`src/rtl/regacc_pkg.sv`:
```
package regacc_pkg;

    localparam int OVS     = 16;   // receive ticks per bit
    localparam int ADDR_W  = 12;
    localparam int DATA_W  = 32;
    localparam int FRAME_W = 11;

    typedef enum logic [3:0] {
        PS_CMD0,
        PS_CMD1,
        PS_WDAT,
        PS_WSUM,
        PS_COMMIT,
        PS_FETCH,
        PS_SEND,
        PS_SUM,
        PS_WAIT
    } pstate_t;

    typedef enum logic [1:0] {
        RX_IDLE,
        RX_START,
        RX_BITS
    } rxstate_t;

    typedef struct packed {
        logic [ADDR_W-1:0] addr;
        logic              rd;
        logic              cs;
    } cmd_t;

    // parity bit that makes the count of ones odd
    function automatic logic odd_par(input logic [7:0] b);
        return ~(^b);
    endfunction

    function automatic cmd_t decode_cmd(input logic [7:0] hi, input logic [7:0] lo);
        cmd_t c;
        c.addr = {hi, lo[7:4]};
        c.rd   = lo[3];
        c.cs   = lo[2];
        return c;
    endfunction

    function automatic logic [FRAME_W-1:0] build_frame(input logic [7:0] b);
        return {1'b1, odd_par(b), b, 1'b0};
    endfunction

endpackage

```
`src/rtl/regacc_tick.sv`:
```
module regacc_tick
    import regacc_pkg::*;
#(
    parameter int SLOW_DIV = 2560,
    parameter int FAST_DIV = 104
) (
    input  logic clk,
    input  logic rst,
    input  logic fast,
    output logic tick
);
    localparam int MAX_DIV = (SLOW_DIV > FAST_DIV) ? SLOW_DIV : FAST_DIV;
    localparam int ACC_W   = $clog2(MAX_DIV + OVS) + 1;
    localparam logic [ACC_W-1:0] SLOW_L = ACC_W'(SLOW_DIV);
    localparam logic [ACC_W-1:0] FAST_L = ACC_W'(FAST_DIV);
    localparam logic [ACC_W-1:0] STEP_L = ACC_W'(OVS);

    logic [ACC_W-1:0] acc;
    logic [ACC_W-1:0] acc_sum;
    logic [ACC_W-1:0] div;
    logic             fast_q;

    always_comb begin
        div     = fast ? FAST_L : SLOW_L;
        acc_sum = acc + STEP_L;
    end

    always_ff @(posedge clk) begin
        fast_q <= fast;
        if (rst || (fast != fast_q)) begin
            acc  <= '0;
            tick <= 1'b0;
        end else if (acc_sum >= div) begin
            acc  <= acc_sum - div;
            tick <= 1'b1;
        end else begin
            acc  <= acc_sum;
            tick <= 1'b0;
        end
    end
endmodule

```
`src/rtl/regacc_rx.sv`:
```
module regacc_rx
    import regacc_pkg::*;
(
    input  logic       clk,
    input  logic       rst,
    input  logic       en,
    input  logic       rx,
    input  logic       tick,
    output logic       vld,
    output logic [7:0] data,
    output logic       err
);
    localparam logic [3:0] MID_TICK  = 4'(OVS / 2 - 1);
    localparam logic [3:0] LAST_TICK = 4'(OVS - 1);
    localparam logic [3:0] STOP_IDX  = 4'd9;

    logic [1:0] sync;
    logic       rx_s;
    rxstate_t   st;
    logic [3:0] tcnt;
    logic [3:0] bidx;
    logic [8:0] sh;

    assign rx_s = sync[1];

    always_ff @(posedge clk) begin
        if (rst) begin
            sync <= 2'b11;
            st   <= RX_IDLE;
            tcnt <= '0;
            bidx <= '0;
            sh   <= '0;
            vld  <= 1'b0;
            data <= '0;
            err  <= 1'b0;
        end else begin
            sync <= {sync[0], rx};
            vld  <= 1'b0;
            case (st)
                RX_IDLE: begin
                    if (en && !rx_s) begin
                        st   <= RX_START;
                        tcnt <= '0;
                    end
                end
                RX_START: begin
                    if (tick) begin
                        if (tcnt == MID_TICK) begin
                            tcnt <= '0;
                            bidx <= '0;
                            st   <= rx_s ? RX_IDLE : RX_BITS;
                        end else begin
                            tcnt <= tcnt + 4'd1;
                        end
                    end
                end
                RX_BITS: begin
                    if (tick) begin
                        if (tcnt == LAST_TICK) begin
                            tcnt <= '0;
                            if (bidx == STOP_IDX) begin
                                vld  <= 1'b1;
                                data <= sh[7:0];
                                err  <= !rx_s || (sh[8] != odd_par(sh[7:0]));
                                st   <= RX_IDLE;
                            end else begin
                                sh   <= {rx_s, sh[8:1]};
                                bidx <= bidx + 4'd1;
                            end
                        end else begin
                            tcnt <= tcnt + 4'd1;
                        end
                    end
                end
                default: st <= RX_IDLE;
            endcase
        end
    end
endmodule

```
`src/rtl/regacc_tx.sv`:
```
module regacc_tx
    import regacc_pkg::*;
(
    input  logic       clk,
    input  logic       rst,
    input  logic       tick,
    input  logic       start,
    input  logic [7:0] data,
    output logic       busy,
    output logic       line
);
    localparam logic [3:0] LAST_TICK = 4'(OVS - 1);
    localparam logic [3:0] LAST_BIT  = 4'(FRAME_W - 1);

    logic [FRAME_W-1:0] sh;
    logic [3:0]         tcnt;
    logic [3:0]         bcnt;

    assign line = busy ? sh[0] : 1'b1;

    always_ff @(posedge clk) begin
        if (rst) begin
            sh   <= '1;
            busy <= 1'b0;
            tcnt <= '0;
            bcnt <= '0;
        end else if (!busy) begin
            if (start) begin
                sh   <= build_frame(data);
                busy <= 1'b1;
                tcnt <= '0;
                bcnt <= '0;
            end
        end else if (tick) begin
            if (tcnt == LAST_TICK) begin
                tcnt <= '0;
                sh   <= {1'b1, sh[FRAME_W-1:1]};
                if (bcnt == LAST_BIT) busy <= 1'b0;
                else                  bcnt <= bcnt + 4'd1;
            end else begin
                tcnt <= tcnt + 4'd1;
            end
        end
    end
endmodule

```
`src/rtl/regacc_parser.sv`:
```
module regacc_parser
    import regacc_pkg::*;
#(
    parameter logic [ADDR_W-1:0] BAUD_ADDR = 12'h3C0,
    parameter logic [15:0]       FAST_KEY  = 16'h0052,
    parameter logic [15:0]       SLOW_KEY  = 16'h0000
) (
    input  logic              clk,
    input  logic              rst,
    input  logic              rx_vld,
    input  logic [7:0]        rx_data,
    input  logic              rx_err,
    input  logic              tx_busy,
    output logic              tx_start,
    output logic [7:0]        tx_data,
    input  logic              reg_wide,
    input  logic [DATA_W-1:0] reg_rdata,
    output logic [ADDR_W-1:0] reg_addr,
    output logic [DATA_W-1:0] reg_wdata,
    output logic              reg_wr,
    output logic              reg_rd,
    output logic              fast
);
    pstate_t           st;
    cmd_t              cmd;
    logic [7:0]        hi;
    logic [7:0]        sum;
    logic [DATA_W-1:0] wbuf;
    logic [DATA_W-1:0] rbuf;
    logic [1:0]        cnt;
    logic              sum_done;

    logic              is_baud;
    logic              wide_eff;
    logic [1:0]        last_idx;
    logic [7:0]        rbyte;

    always_comb begin
        is_baud   = (cmd.addr == BAUD_ADDR);
        wide_eff  = reg_wide && !is_baud;
        last_idx  = wide_eff ? 2'd3 : 2'd1;
        rbyte     = rbuf[{cnt, 3'b000} +: 8];
        reg_addr  = cmd.addr;
        reg_wr    = (st == PS_COMMIT) && !is_baud;
        reg_rd    = (st == PS_FETCH) && !is_baud;
        reg_wdata = wide_eff ? wbuf : {16'h0000, wbuf[15:0]};
    end

    always_ff @(posedge clk) begin
        if (rst) begin
            st       <= PS_CMD0;
            cmd      <= '0;
            hi       <= '0;
            sum      <= '0;
            wbuf     <= '0;
            rbuf     <= '0;
            cnt      <= '0;
            sum_done <= 1'b0;
            fast     <= 1'b0;
            tx_start <= 1'b0;
            tx_data  <= '0;
        end else begin
            tx_start <= 1'b0;
            case (st)
                PS_CMD0: begin
                    if (rx_vld && !rx_err) begin
                        hi  <= rx_data;
                        sum <= rx_data;
                        st  <= PS_CMD1;
                    end
                end
                PS_CMD1: begin
                    if (rx_vld) begin
                        if (rx_err) begin
                            st <= PS_CMD0;
                        end else begin
                            cmd      <= decode_cmd(hi, rx_data);
                            sum      <= sum + rx_data;
                            cnt      <= '0;
                            sum_done <= 1'b0;
                            st       <= rx_data[3] ? PS_FETCH : PS_WDAT;
                        end
                    end
                end
                PS_WDAT: begin
                    if (rx_vld) begin
                        if (rx_err) begin
                            st <= PS_CMD0;
                        end else begin
                            wbuf <= {wbuf[DATA_W-9:0], rx_data};
                            sum  <= sum + rx_data;
                            if (cnt == last_idx) st <= cmd.cs ? PS_WSUM : PS_COMMIT;
                            else                 cnt <= cnt + 2'd1;
                        end
                    end
                end
                PS_WSUM: begin
                    if (rx_vld) begin
                        st <= (!rx_err && (rx_data == sum)) ? PS_COMMIT : PS_CMD0;
                    end
                end
                PS_COMMIT: begin
                    if (is_baud) begin
                        if (wbuf[15:0] == FAST_KEY)      fast <= 1'b1;
                        else if (wbuf[15:0] == SLOW_KEY) fast <= 1'b0;
                    end
                    st <= PS_CMD0;
                end
                PS_FETCH: begin
                    if (is_baud)       rbuf <= '0;
                    else if (wide_eff) rbuf <= reg_rdata;
                    else               rbuf <= {16'h0000, reg_rdata[15:0]};
                    cnt <= last_idx;
                    st  <= PS_SEND;
                end
                PS_SEND: begin
                    tx_start <= 1'b1;
                    tx_data  <= rbyte;
                    sum      <= sum + rbyte;
                    st       <= PS_WAIT;
                end
                PS_SUM: begin
                    tx_start <= 1'b1;
                    tx_data  <= sum;
                    sum_done <= 1'b1;
                    st       <= PS_WAIT;
                end
                PS_WAIT: begin
                    if (!tx_start && !tx_busy) begin
                        if (sum_done) begin
                            st <= PS_CMD0;
                        end else if (cnt != 2'd0) begin
                            cnt <= cnt - 2'd1;
                            st  <= PS_SEND;
                        end else begin
                            st <= cmd.cs ? PS_SUM : PS_CMD0;
                        end
                    end
                end
                default: st <= PS_CMD0;
            endcase
        end
    end
endmodule

```
`src/rtl/regacc_uart.sv`:
```
module regacc_uart
    import regacc_pkg::*;
#(
    parameter int                SLOW_DIV  = 2560,
    parameter int                FAST_DIV  = 104,
    parameter logic [ADDR_W-1:0] BAUD_ADDR = 12'h3C0
) (
    input  logic              clk,
    input  logic              rst,
    input  logic              sel_pin,
    input  logic              sclk_pin,
    input  logic              rx,
    output logic              tx,
    output logic [ADDR_W-1:0] reg_addr,
    output logic              reg_wr,
    output logic              reg_rd,
    output logic [DATA_W-1:0] reg_wdata,
    input  logic              reg_wide,
    input  logic [DATA_W-1:0] reg_rdata
);
    logic       uart_en;
    logic       fast;
    logic       tick;
    logic       rx_vld;
    logic [7:0] rx_data;
    logic       rx_err;
    logic       tx_start;
    logic [7:0] tx_data;
    logic       tx_busy;
    logic       tx_line;

    // strap sampling: captured only while reset is asserted
    always_ff @(posedge clk) begin
        if (rst) uart_en <= sel_pin && !sclk_pin;
    end

    assign tx = uart_en ? tx_line : 1'b1;

    regacc_tick #(
        .SLOW_DIV(SLOW_DIV),
        .FAST_DIV(FAST_DIV)
    ) u_tick (
        .clk (clk),
        .rst (rst),
        .fast(fast),
        .tick(tick)
    );

    regacc_rx u_rx (
        .clk (clk),
        .rst (rst),
        .en  (uart_en),
        .rx  (rx),
        .tick(tick),
        .vld (rx_vld),
        .data(rx_data),
        .err (rx_err)
    );

    regacc_parser #(
        .BAUD_ADDR(BAUD_ADDR)
    ) u_parser (
        .clk      (clk),
        .rst      (rst),
        .rx_vld   (rx_vld),
        .rx_data  (rx_data),
        .rx_err   (rx_err),
        .tx_busy  (tx_busy),
        .tx_start (tx_start),
        .tx_data  (tx_data),
        .reg_wide (reg_wide),
        .reg_rdata(reg_rdata),
        .reg_addr (reg_addr),
        .reg_wdata(reg_wdata),
        .reg_wr   (reg_wr),
        .reg_rd   (reg_rd),
        .fast     (fast)
    );

    regacc_tx u_tx (
        .clk  (clk),
        .rst  (rst),
        .tick (tick),
        .start(tx_start),
        .data (tx_data),
        .busy (tx_busy),
        .line (tx_line)
    );
endmodule

```
`config.mk`:
```
export PLATFORM = sky130hd
export DESIGN_NAME = regacc_uart
export DESIGN_NICKNAME = d
export VERILOG_FILES = /design/src/rtl/regacc_pkg.sv /design/src/rtl/regacc_tick.sv /design/src/rtl/regacc_rx.sv /design/src/rtl/regacc_tx.sv /design/src/rtl/regacc_parser.sv /design/src/rtl/regacc_uart.sv
export SDC_FILE = /design/constraint.sdc
export NUM_CORES = 1
export LEC_CHECK = 0
export ABC_AREA = 1
export BUFFER_PORTS_ARGS = -buffer_cell sky130_fd_sc_hd__buf_4
export CORE_AREA = 8 8 153 155
export CTS_BUF_LIST = sky130_fd_sc_hd__clkbuf_4 sky130_fd_sc_hd__clkbuf_8
export CTS_CLUSTER_SIZE = 25
export DETAILED_ROUTE_END_ITERATION = 7
export DIE_AREA = 0 0 161 163
export PLACE_DENSITY = 0.71
export REMOVE_ABC_BUFFERS = 1
export SLEW_MARGIN = 10
export SYNTH_ARGS = -nofsm -noshare
export SYNTH_HDL_FRONTEND = slang
export SYNTH_HIERARCHICAL = 1
export SYNTH_SLANG_ARGS = --single-unit
```
`constraint.sdc`:
```
create_clock -name clk -period 4 [get_ports clk]
set_clock_uncertainty 0.15 [all_clocks]
set_input_delay 0.2 -clock clk [delete_from_list [all_inputs] [get_ports clk]]
set_output_delay 0.2 -clock clk [all_outputs]
set_load 0.005 [all_outputs]
```
## Word-level counts from Yosys, hierarchy flattened

Cells that the tools add are included.

- Add/subtract/negate cells: 10
- Order comparisons: 1
- Equality and inequality tests: 44
- Shift operators: 1
- Muxes and demuxes: 82
- Bitwise gates (word level): 7
- Reduce and logical (&&, ||, !) cells: 49

Operators with widths:

| cell | count |
|---|---|
| $mux 4 | 28 |
| $mux 32 | 3 |
| $mux 11 | 4 |
| $mux 2 | 16 |
| $shiftx 32x6->8 | 1 |
| $ne 2x2->1 const B | 14 |
| $pmux 4 s7 | 1 |
| $mux 8 | 3 |
| $pmux 8 s3 | 1 |
| $eq 4x3->1 const B | 5 |
| $eq 4x4->1 const B | 5 |
| $reduce_and 4->1 | 5 |
| $reduce_and 6->1 | 3 |
| $add 4x1->4 const B | 4 |
| $add 8x8->8 | 2 |
| $eq 16x7->1 const B | 1 |
| $logic_not 16->1 | 1 |
| $ne 2x1->1 const B | 8 |
| $pmux 8 s2 | 1 |
| $reduce_xor 8->1 | 2 |
| $reduce_and 3->1 | 5 |
| $mux 1 | 14 |
| $add 13x5->13 const B | 1 |
| $ge 13x13->1 | 1 |
| other kinds (33) | 65 |

- Register bits after elaboration: 177
- Input bits: 38
- Output and inout bits: 47
- Logic and storage cells: 222

## Longest topological paths before layout

Gate-level depths: netlist of run 1.

- Depth after elaboration: 9
- Gate-level depth with buffers: 17
- Mapped depth without buffers: 16

## Cells and area by module

The synthesis of run 1 kept the hierarchy.

Modules (own cells, without submodules):

| module | instances | cells an instance | area each (um2) | sequential area each (um2) |
|---|---|---|---|---|
| regacc_parser | 1 | 782 | 5485.3 | 2202.1 |
| regacc_rx | 1 | 209 | 1556.5 | 620.6 |
| regacc_tx | 1 | 167 | 1089.8 | 380.4 |
| regacc_tick | 1 | 160 | 1037.2 | 240.2 |
| regacc_uart | 1 | 5 | 47.5 | 30.0 |

## Worst setup path after synthesis of run 1

OpenSTA, ideal clock, no wires.

- Path type: reg2reg
- Start point: register u_parser.st[2]
- End point: register u_parser.sum[6]
- Setup time: 132 ps
- Data arrival time: 2133 ps
- Slack: 1585 ps
- Cell stages (with the launch flop): 17
- Buffers on the path: 1
- Period minus slack after synthesis: 2415 ps
- Cell sequence: dfxtp_1 inv_2 nor2_4 nand2_2 inv_2 buf_2 nand2_1 o21ai_0 ha_1 inv_1 fa_1 inv_1 nand4_1 nand4_1 nand2_1 o21ai_1 a21oi_1

- Word-level cells in the longest chain between the ends: 4
- Elaborated cells on any way between the ends: 11
- Those cells by class: 6 x eq/ne; 1 x mux; 4 x reduce/logical

RTL lines:

| element | line | RTL |
|---|---|---|
| from (decl) | regacc_parser.sv:24 | `pstate_t st;` |
| from (signal assigned) | regacc_parser.sv:81 | `st <= rx_data[3] ? PS_FETCH : PS_WDAT;` |
| from (signal assigned) | regacc_parser.sv:92 | `if (cnt == last_idx) st <= cmd.cs ? PS_WSUM : PS_COMMIT;` |
| from (signal assigned) | regacc_parser.sv:99 | `st <= (!rx_err && (rx_data == sum)) ? PS_COMMIT : PS_CMD0;` |
| $eq 4x1->1 or $eq 4x2->1 (tied branches) | regacc_parser.sv:64 | `case (st)` |
| $reduce_or 2->1 (no line) | n/a |  |
| $ne 2x1->1 (no line), or another cell as far along | n/a |  |
| $reduce_and 4->1 (no line) | n/a |  |
| to (signal assigned) | regacc_parser.sv:68 | `sum <= rx_data;` |
| to (signal assigned) | regacc_parser.sv:78 | `sum <= sum + rx_data;` |
| to (signal assigned) | regacc_parser.sv:91 | `sum <= sum + rx_data;` |
| to (decl) | regacc_parser.sv:27 | `logic [7:0] sum;` |

Several ways; a longest one is shown, not always the timed one.
A chain may end at the register's enable or synchronous reset.

## Worst setup path after layout of run 1

- Start point: register u_parser.cmd, in the netlist u_parser/reg_addr[7]
- End point: register u_parser.rbuf[28]

- Word-level cells in the longest chain between the ends: 5

RTL lines:

| element | line | RTL |
|---|---|---|
| from (decl) | regacc_parser.sv:25 | `cmd_t cmd;` |
| from (signal assigned) | regacc_parser.sv:77 | `cmd <= decode_cmd(hi, rx_data);` |
| $eq 12x10->1 * | regacc_parser.sv:39 | `is_baud = (cmd.addr == BAUD_ADDR);` |
| $logic_not 1->1 | regacc_parser.sv:40 | `wide_eff = reg_wide && !is_baud;` |
| $logic_and 1x1->1 | regacc_parser.sv:40 |  |
| $mux 32 | regacc_parser.sv:111 | `else if (wide_eff) rbuf <= reg_rdata;` |
| $mux 32 * | regacc_parser.sv:110 | `if (is_baud) rbuf <= '0;` |
| to (signal assigned) | regacc_parser.sv:111 |  |
| to (signal assigned) | regacc_parser.sv:112 | `else rbuf <= {16'h0000, reg_rdata[15:0]};` |
| to (decl) | regacc_parser.sv:29 | `logic [DATA_W-1:0] rbuf;` |

Mark *: on every way between the ends. The rest lies on a longest branch, timed or not.

==> flow_metrics.py, run 1 <==
metrics = {
    "grt": {
        "antenna_found_initial": 0,
        "overflow": 0,
        "grt_pass1_wl_microns": 38800,
        "grt_use_total": 0.176,
        "grt_max_degree": 65,
        "grt_pass1_vias": 8093,
    },
    "floorplan": {
        "start_util": 0.443,
        "fp-row-count": 53,
        "design.portCount": 85,
        "die_x_microns": 161,
        "die_y_microns": 163,
        "design.die.area_sq_um": 26200,
        "core_region_area_sq_um": 20800,
    },
    "critical_path": {
        "crit_cells": 9,
        "critPathCaptureType": "flip-flop",
        "worstRegToRegCells": 9,
        "critPathLaunch": "u_parser/reg_addr[7]",
        "start_kind": "flip-flop",
        "r2r_slack_ns": 0.86,
        "slowest_delay_ns": 0.59,
        "worst-setup-path-type": "reg -> reg",
        "r2r_end": "u_parser/rbuf[28]",
        "critPathMaxFanout": 33,
        "crit_chain": "nand2_1 > nor2_1 > nand3_1 > nand2_1 > clkinv_2 > nand3_1 > dlygate4sd3_1 > a21oi_1 > dlygate4sd3_1",
        "timing.rr.start": "u_parser/reg_addr[7]",
        "crit_slowest_cell": "dlygate4sd3_1",
        "crit_arrival_ns": 3.37,
        "setup.worst_path.end": "u_parser/rbuf[28]",
        "crit_family": "buffers and inverters",
        "worst-path-buf-inv": 3,
        "required_ns": 4.22,
    },
    "routing": {
        "vias": 8637,
        "remaining_drc_errors": 0,
        "ant_nets": 0,
        "drtIter0Drc": 682,
        "vias_per_cell": 5.08,
        "wl_per_cell_microns": 13.6,
        "wirelength_microns": 23200,
        "dr.pass1.iters": 6,
    },
    "place": {
        "dp_hpwl_microns": 16100,
        "dp_slack_ns": 1.25,
        "place_inst": 1609,
        "gp_congestion": 0.912,
        "port_buffers": 84,
        "placed_area_sq_um": 9730,
    },
    "sta": {
        "tns_ns": 0,
        "min_period_over_period": 0.785,
        "hold_viol": 0,
        "rsz0062_at_grt": "false",
        "setup_viol": 0,
        "fmax_ghz": 0.318,
        "tightest_slew_ns": 0.971,
        "slew_violations": 0,
        "relSlewSlack": 0.350,
        "setup_ws_ns": 0.858,
        "whs_ns": 0.238,
        "period_needed_ns": 3.14,
    },
    "finish": {
        "final_area_sq_um": 10700,
        "diodes": 0,
        "layout-drive-gt1-share": 0.145,
        "fillerInstances": 2042,
        "seq_area_sq_um": 3470,
        "multi_input_area_sq_um": 4660,
        "area_growth_pct": 16.1,
        "final_util": 0.514,
        "fin_nets": 1474,
        "fin_cells": 1699,
    },
    "pwr": {
        "vdd_drop_max_uv": 228,
        "total_power_mw": 3.70,
        "p_leak_nw": 4.55,
        "pwr_density_cell_nw_per_um2": 346,
    },
    "synth": {
        "synth_seq_cells": 173,
        "ys_seq_area_frac": 0.377,
        "synth_top_area_share": 0.374,
        "postSynthCellCount": 1323,
        "synth_enable_flop_cells": 1,
        "yosysMostFrequentCell": "nand2_1",
        "synth.distinct_cells": 52,
        "yosys.area.top_type": "dfxtp_1",
        "synth.area.top_cells": "dfxtp_1 37%, nand2_1 12%, a21oi_1 7.2%",
        "synth_common_cells": "292 x nand2_1, 172 x dfxtp_1, 139 x inv_1, 133 x a21oi_1, 127 x nor2_1",
        "synth.cell_area_sq_um": 9220,
        "yosys_warnings": 6,
        "synthFlopType": "dfxtp_1",
        "postSynthAreaPerCell_sq_um": 6.97,
        "synthArstFlopShare": 0,
    },
    "clocking": {
        "path_clk_slew_ns": 0.11,
        "htreeDepth": 4,
        "insertion_delay_ns": 0.49,
        "clockBufferDepth": 2,
        "cts_resized": 0,
        "tritoncts": "done",
        "cts.sinks": 173,
        "ctsRootBufferMaster": "clkbuf_8",
        "cts-buffers-inserted": 17,
    },
    "run_status": {
        "status": "finished, final reports clean",
    },
    "job": {
        "drv_cap": 0,
    },
    "hold_path": {
        "worstHoldPathType": "in -> reg",
    },
}
==> worst reg2reg max path, cell delays in order, from the launching register on <==
cell           delay (ns)
dfxtp_1              0.37
nand2_1              0.06
nor2_1               0.19
nand3_1              0.27
nand2_1              0.17
clkinv_2             0.37
nand3_1              0.21
dlygate4sd3_1        0.57
a21oi_1              0.08
dlygate4sd3_1        0.59
==> repair_timing <==
item / in CTS / in global routing
hold buffers: 58 / 0
buffers inserted: 0 / 0
hold endpoints to repair: 41 / 0
setup endpoints to repair: 0 / 0
==> cells by family (layout without fill, tap and decap cells) <==
kind of cell / count (synthesis) / after routing / synth area share
AOI/OAI and AO/OA: 294 / 294 / 0.173
xor gates and xnor gates: 23 / 23 / 0.0219
adders and majority gates: 25 / 25 / 0.0348
buffers and inverters: 235 / 336 / 0.117
DFF: 173 / 173 / 0.377
and+or+nand+nor: 573 / 573 / 0.277
==> how the worst min path moves through the flow <==
stage,start,end,slack [ns],depth (start not counted)
after global routing,rx,u_rx/sync[0],0.28,3
after CTS,reg_wide,u_parser/cnt[1],0.22,7
after detailed placement,rx,u_rx/sync[0],0.24,2
final,reg_wide,u_parser/cnt[1],0.24,6
after global placement,rx,u_rx/sync[0],0.24,2
after floorplan,rst,u_parser/rbuf[0],0.12,1
==> area by class of cell <==
cell class              count  share of cell area
multi-input cells         915               0.436
clock buffers              17              0.0219
repair buffers            145               0.115
inverters                 159              0.0560
well taps                 275              0.0322
flip-flops and latches    173               0.325
clock inverters            15              0.0143
==> power by group <==
part	internal, mW	total (mW)	switching (mW)
Sequential	1.75	1.80	0.0494
Combinational	0.239	0.687	0.447
Clock	0.462	1.22	0.753
==> registers in the layout, summed over array words and instances (netlist names), 2 cells and up <==
name,cells
u_tx/bcnt,4
u_rx/sh,9
u_tx/sh,10
u_parser/reg_addr,12
u_rx/sync,2
u_parser/st,4
u_tx/tcnt,4
u_rx/bidx,4
u_parser/cnt,2
u_rx/data,8
u_parser/wbuf,32
u_rx/st,2
u_rx/tcnt,4
u_tick/acc,10
u_parser/hi,8
u_parser/tx_data,8
u_parser/sum,8
u_parser/rbuf,32
==> cell usage in the layout (no fill, tap or decap), types with 17 or more instances in the layout <==
master         Yosys  layout
a21oi_1          133     133
buf_4             29      87
clkbuf_8           0      17
dfxtp_1          172     172
dlygate4sd3_1      0      58
ha_1              24      24
inv_1            139     139
inv_2             18      18
nand2_1          292     292
nand2_2           22      22
nand3_1           69      69
nand4_1           18      18
nor2_1           127     127
o21ai_0          100     100
o21ai_1           18      18
==> metal layers <==
layer / up-vias / part of all wire / track usage
met5: - / 0 / 0
met4: 0 / 0.026 / 0.0699
met3: 37 / 0.038 / 0.0306
met2: 185 / 0.47 / 0.295
met1: 3986 / 0.47 / 0.222
li1: 4429 / - / -
No activity file was read; power rests on OpenSTA's default activity.
==> run 2: changes to the inputs <==
Settings changed: ABC_AREA 1 to 0, CORE_AREA 8 8 153 155 to 8 8 149 151, DIE_AREA 0 0 161 163 to 0 0 157 159, PLACE_DENSITY 0.71 to 0.72.
Clock period 4 ns to 3.2 ns, I/O delays scaled along.
==> run 2 against run 1 <==
Net effect: sequential share of layout area rose by 1.4 points; critical path depth did not move; first-iteration DRC count fell by 26%; via count fell by 15%; final cell count fell by 20%; sequential power rose by 23%; non-clock buffer count did not move; wire length fell by 10%; count of clock-buffer cells in the layout rose by 1; power rose by 18%; largest cell class unchanged; largest power group unchanged.
==> flow_metrics.py, run 2 <==
metrics = {
    "sta": {
        "fmax_ghz": 0.344,
        "tns_ns": 0,
        "slew_violations": 0,
        "min_period_over_period": 0.909,
        "relSlewSlack": 0.436,
        "tightest_slew_ns": 0.845,
        "whs_ns": 0.120,
        "period_needed_ns": 2.91,
        "setup_viol": 0,
        "rsz0062_at_grt": "false",
        "hold_viol": 0,
        "setup_ws_ns": 0.292,
    },
    "finish": {
        "area_growth_pct": 16.4,
        "diodes": 0,
        "fillerInstances": 1777,
        "final_common_cell": "dfxtp_1",
        "final_cell_mix": "172 x dfxtp_1, 127 x nand2_1, 110 x buf_4",
        "layout-drive-gt1-share": 0.177,
        "fin_nets": 1135,
        "final_area_sq_um": 10300,
    },
    "routing": {
        "remaining_drc_errors": 0,
        "wl_per_cell_microns": 15.4,
        "dr.pass1.iters": 6,
        "drtIter0Drc": 502,
        "vias": 7361,
        "wirelength_microns": 20800,
        "vias_per_cell": 5.43,
        "ant_nets": 0,
    },
    "grt": {
        "grt_max_degree": 80,
        "grt_pass1_vias": 6983,
        "grt_use_total": 0.169,
        "overflow": 0,
        "grt_pass1_wl_microns": 35100,
        "antenna_found_initial": 0,
    },
    "synth": {
        "synth.cell_area_sq_um": 8810,
        "synth_common_cells": "172 x dfxtp_1, 127 x nand2_1, 100 x nor2_1, 80 x a21oi_1, 51 x mux2i_1",
        "synth.area.top_cells": "dfxtp_1 39%, mux2i_1 5.8%, nand2_1 5.4%",
        "yosys.area.top_type": "dfxtp_1",
        "yosysMostFrequentCell": "dfxtp_1",
        "yosys_warnings": 6,
        "synth_enable_flop_cells": 1,
        "ys_seq_area_frac": 0.394,
        "synth.distinct_cells": 83,
        "postSynthCellCount": 990,
        "synthFlopType": "dfxtp_1",
        "postSynthAreaPerCell_sq_um": 8.90,
        "synthArstFlopShare": 0,
        "synth_top_area_share": 0.391,
        "synth_seq_cells": 173,
    },
    "pwr": {
        "vdd_drop_max_uv": 302,
        "p_leak_nw": 3.99,
        "pwr_density_cell_nw_per_um2": 425,
    },
    "clocking": {
        "tritoncts": "done",
        "htreeDepth": 4,
        "ctsRootBufferMaster": "clkbuf_8",
        "cts_setup_buffers": 0,
        "cts.sinks": 173,
        "cts-buffers-inserted": 17,
        "clockBufferDepth": 2,
        "path_clk_slew_ns": 0.08,
        "insertion_delay_ns": 0.46,
    },
    "hold_path": {
        "worstHoldPathType": "in -> reg",
        "holdPathStages": 2,
    },
    "critical_path": {
        "crit_slowest_cell": "a2111o_1",
        "start_kind": "flip-flop",
        "worst-path-buf-inv": 1,
        "crit_cells": 9,
        "worst-setup-path-type": "reg -> reg",
        "crit_family": "compound AO/OA/AOI/OAI gates",
        "crit_top_cell": "ha_1",
        "worstRegToRegCells": 9,
        "critPathMaxFanout": 14,
        "required_ns": 3.43,
        "crit_arrival_ns": 3.14,
        "critPathCaptureType": "flip-flop",
        "crit_chain": "ha_1 > xor2_1 > ha_1 > inv_1 > a22o_1 > a31oi_1 > a2111o_1 > and2_1 > a211oi_2",
        "slowest_delay_ns": 0.64,
    },
    "floorplan": {
        "die_y_microns": 159,
        "design.portCount": 85,
        "die_x_microns": 157,
        "start_util": 0.444,
        "design.die.area_sq_um": 25000,
        "core_region_area_sq_um": 19800,
        "fp-row-count": 52,
    },
    "place": {
        "placed_area_sq_um": 9480,
        "dp_hpwl_microns": 14400,
        "port_buffers": 84,
        "gp_congestion": 0.912,
        "dp_slack_ns": 0.321,
    },
    "run_status": {
        "status": "finished, final reports clean",
    },
    "job": {
        "drv_cap": 0,
    },
}
-- run 2: metrics by stage --
step	power, mW	util	std cells
after global routing	4.56	0.517	1355
after floorplan	2.58	-	908
after global placement	2.73	0.478	1288
after detailed placement	2.73	0.478	1288
final	4.36	0.517	1355
after CTS	4.40	0.517	1355
-- run 2: final timing paths --
kind                      start            end  slack, ns
hold reg to reg    u_rx/sync[0]   u_rx/sync[1]       0.27
setup reg to reg  u_tick/acc[5]  u_tick/acc[4]       0.29
hold / removal              rst     u_rx/sh[5]       0.12
setup / recovery  u_tick/acc[5]  u_tick/acc[4]       0.29
-- run 2: cell families after synthesis --
logic type / count (synthesis) / share of synthesized area
xor+xnor: 44 / 0.0453
fa+ha+maj: 25 / 0.0364
mux: 68 / 0.0899
simple gates: 379 / 0.214
buf+inv: 101 / 0.0643
flops: 173 / 0.394
compound gates: 200 / 0.156
-- run 2: cell type report --
class	count	area [sq um]	area share
clock buffer	18	248	0.0242
tap	270	338	0.0329
inverter	19	71.3	0.00695
multi-input combinational	716	4770	0.465
sequential	173	3470	0.339
timing repair buffer	145	1180	0.115
clock inverter	14	181	0.0177
-- run 2: repair_timing --
| item | in CTS | in global routing |
|---|---|---|
| resized for setup | 0 | 0 |
| hold buffers | 35 | 0 |
| endpoints found under the hold margin | 34 | 0 |
-- run 2: per-layer routing --
layer / vias up / wire length [microns] / share of wire / track usage
met5: - / 0 / 0 / 0
met4: 0 / 403 / 0.019 / 0.0586
met3: 33 / 1030 / 0.050 / 0.0399
met2: 227 / 10000 / 0.48 / 0.271
met1: 3495 / 9400 / 0.45 / 0.218
li1: 3606 / - / - / -
-- run 2: power by group --
part | internal (mW) | switching (mW)
registers | 2.18 | 0.0355
logic | 0.230 | 0.278
clock network | 0.805 | 0.833
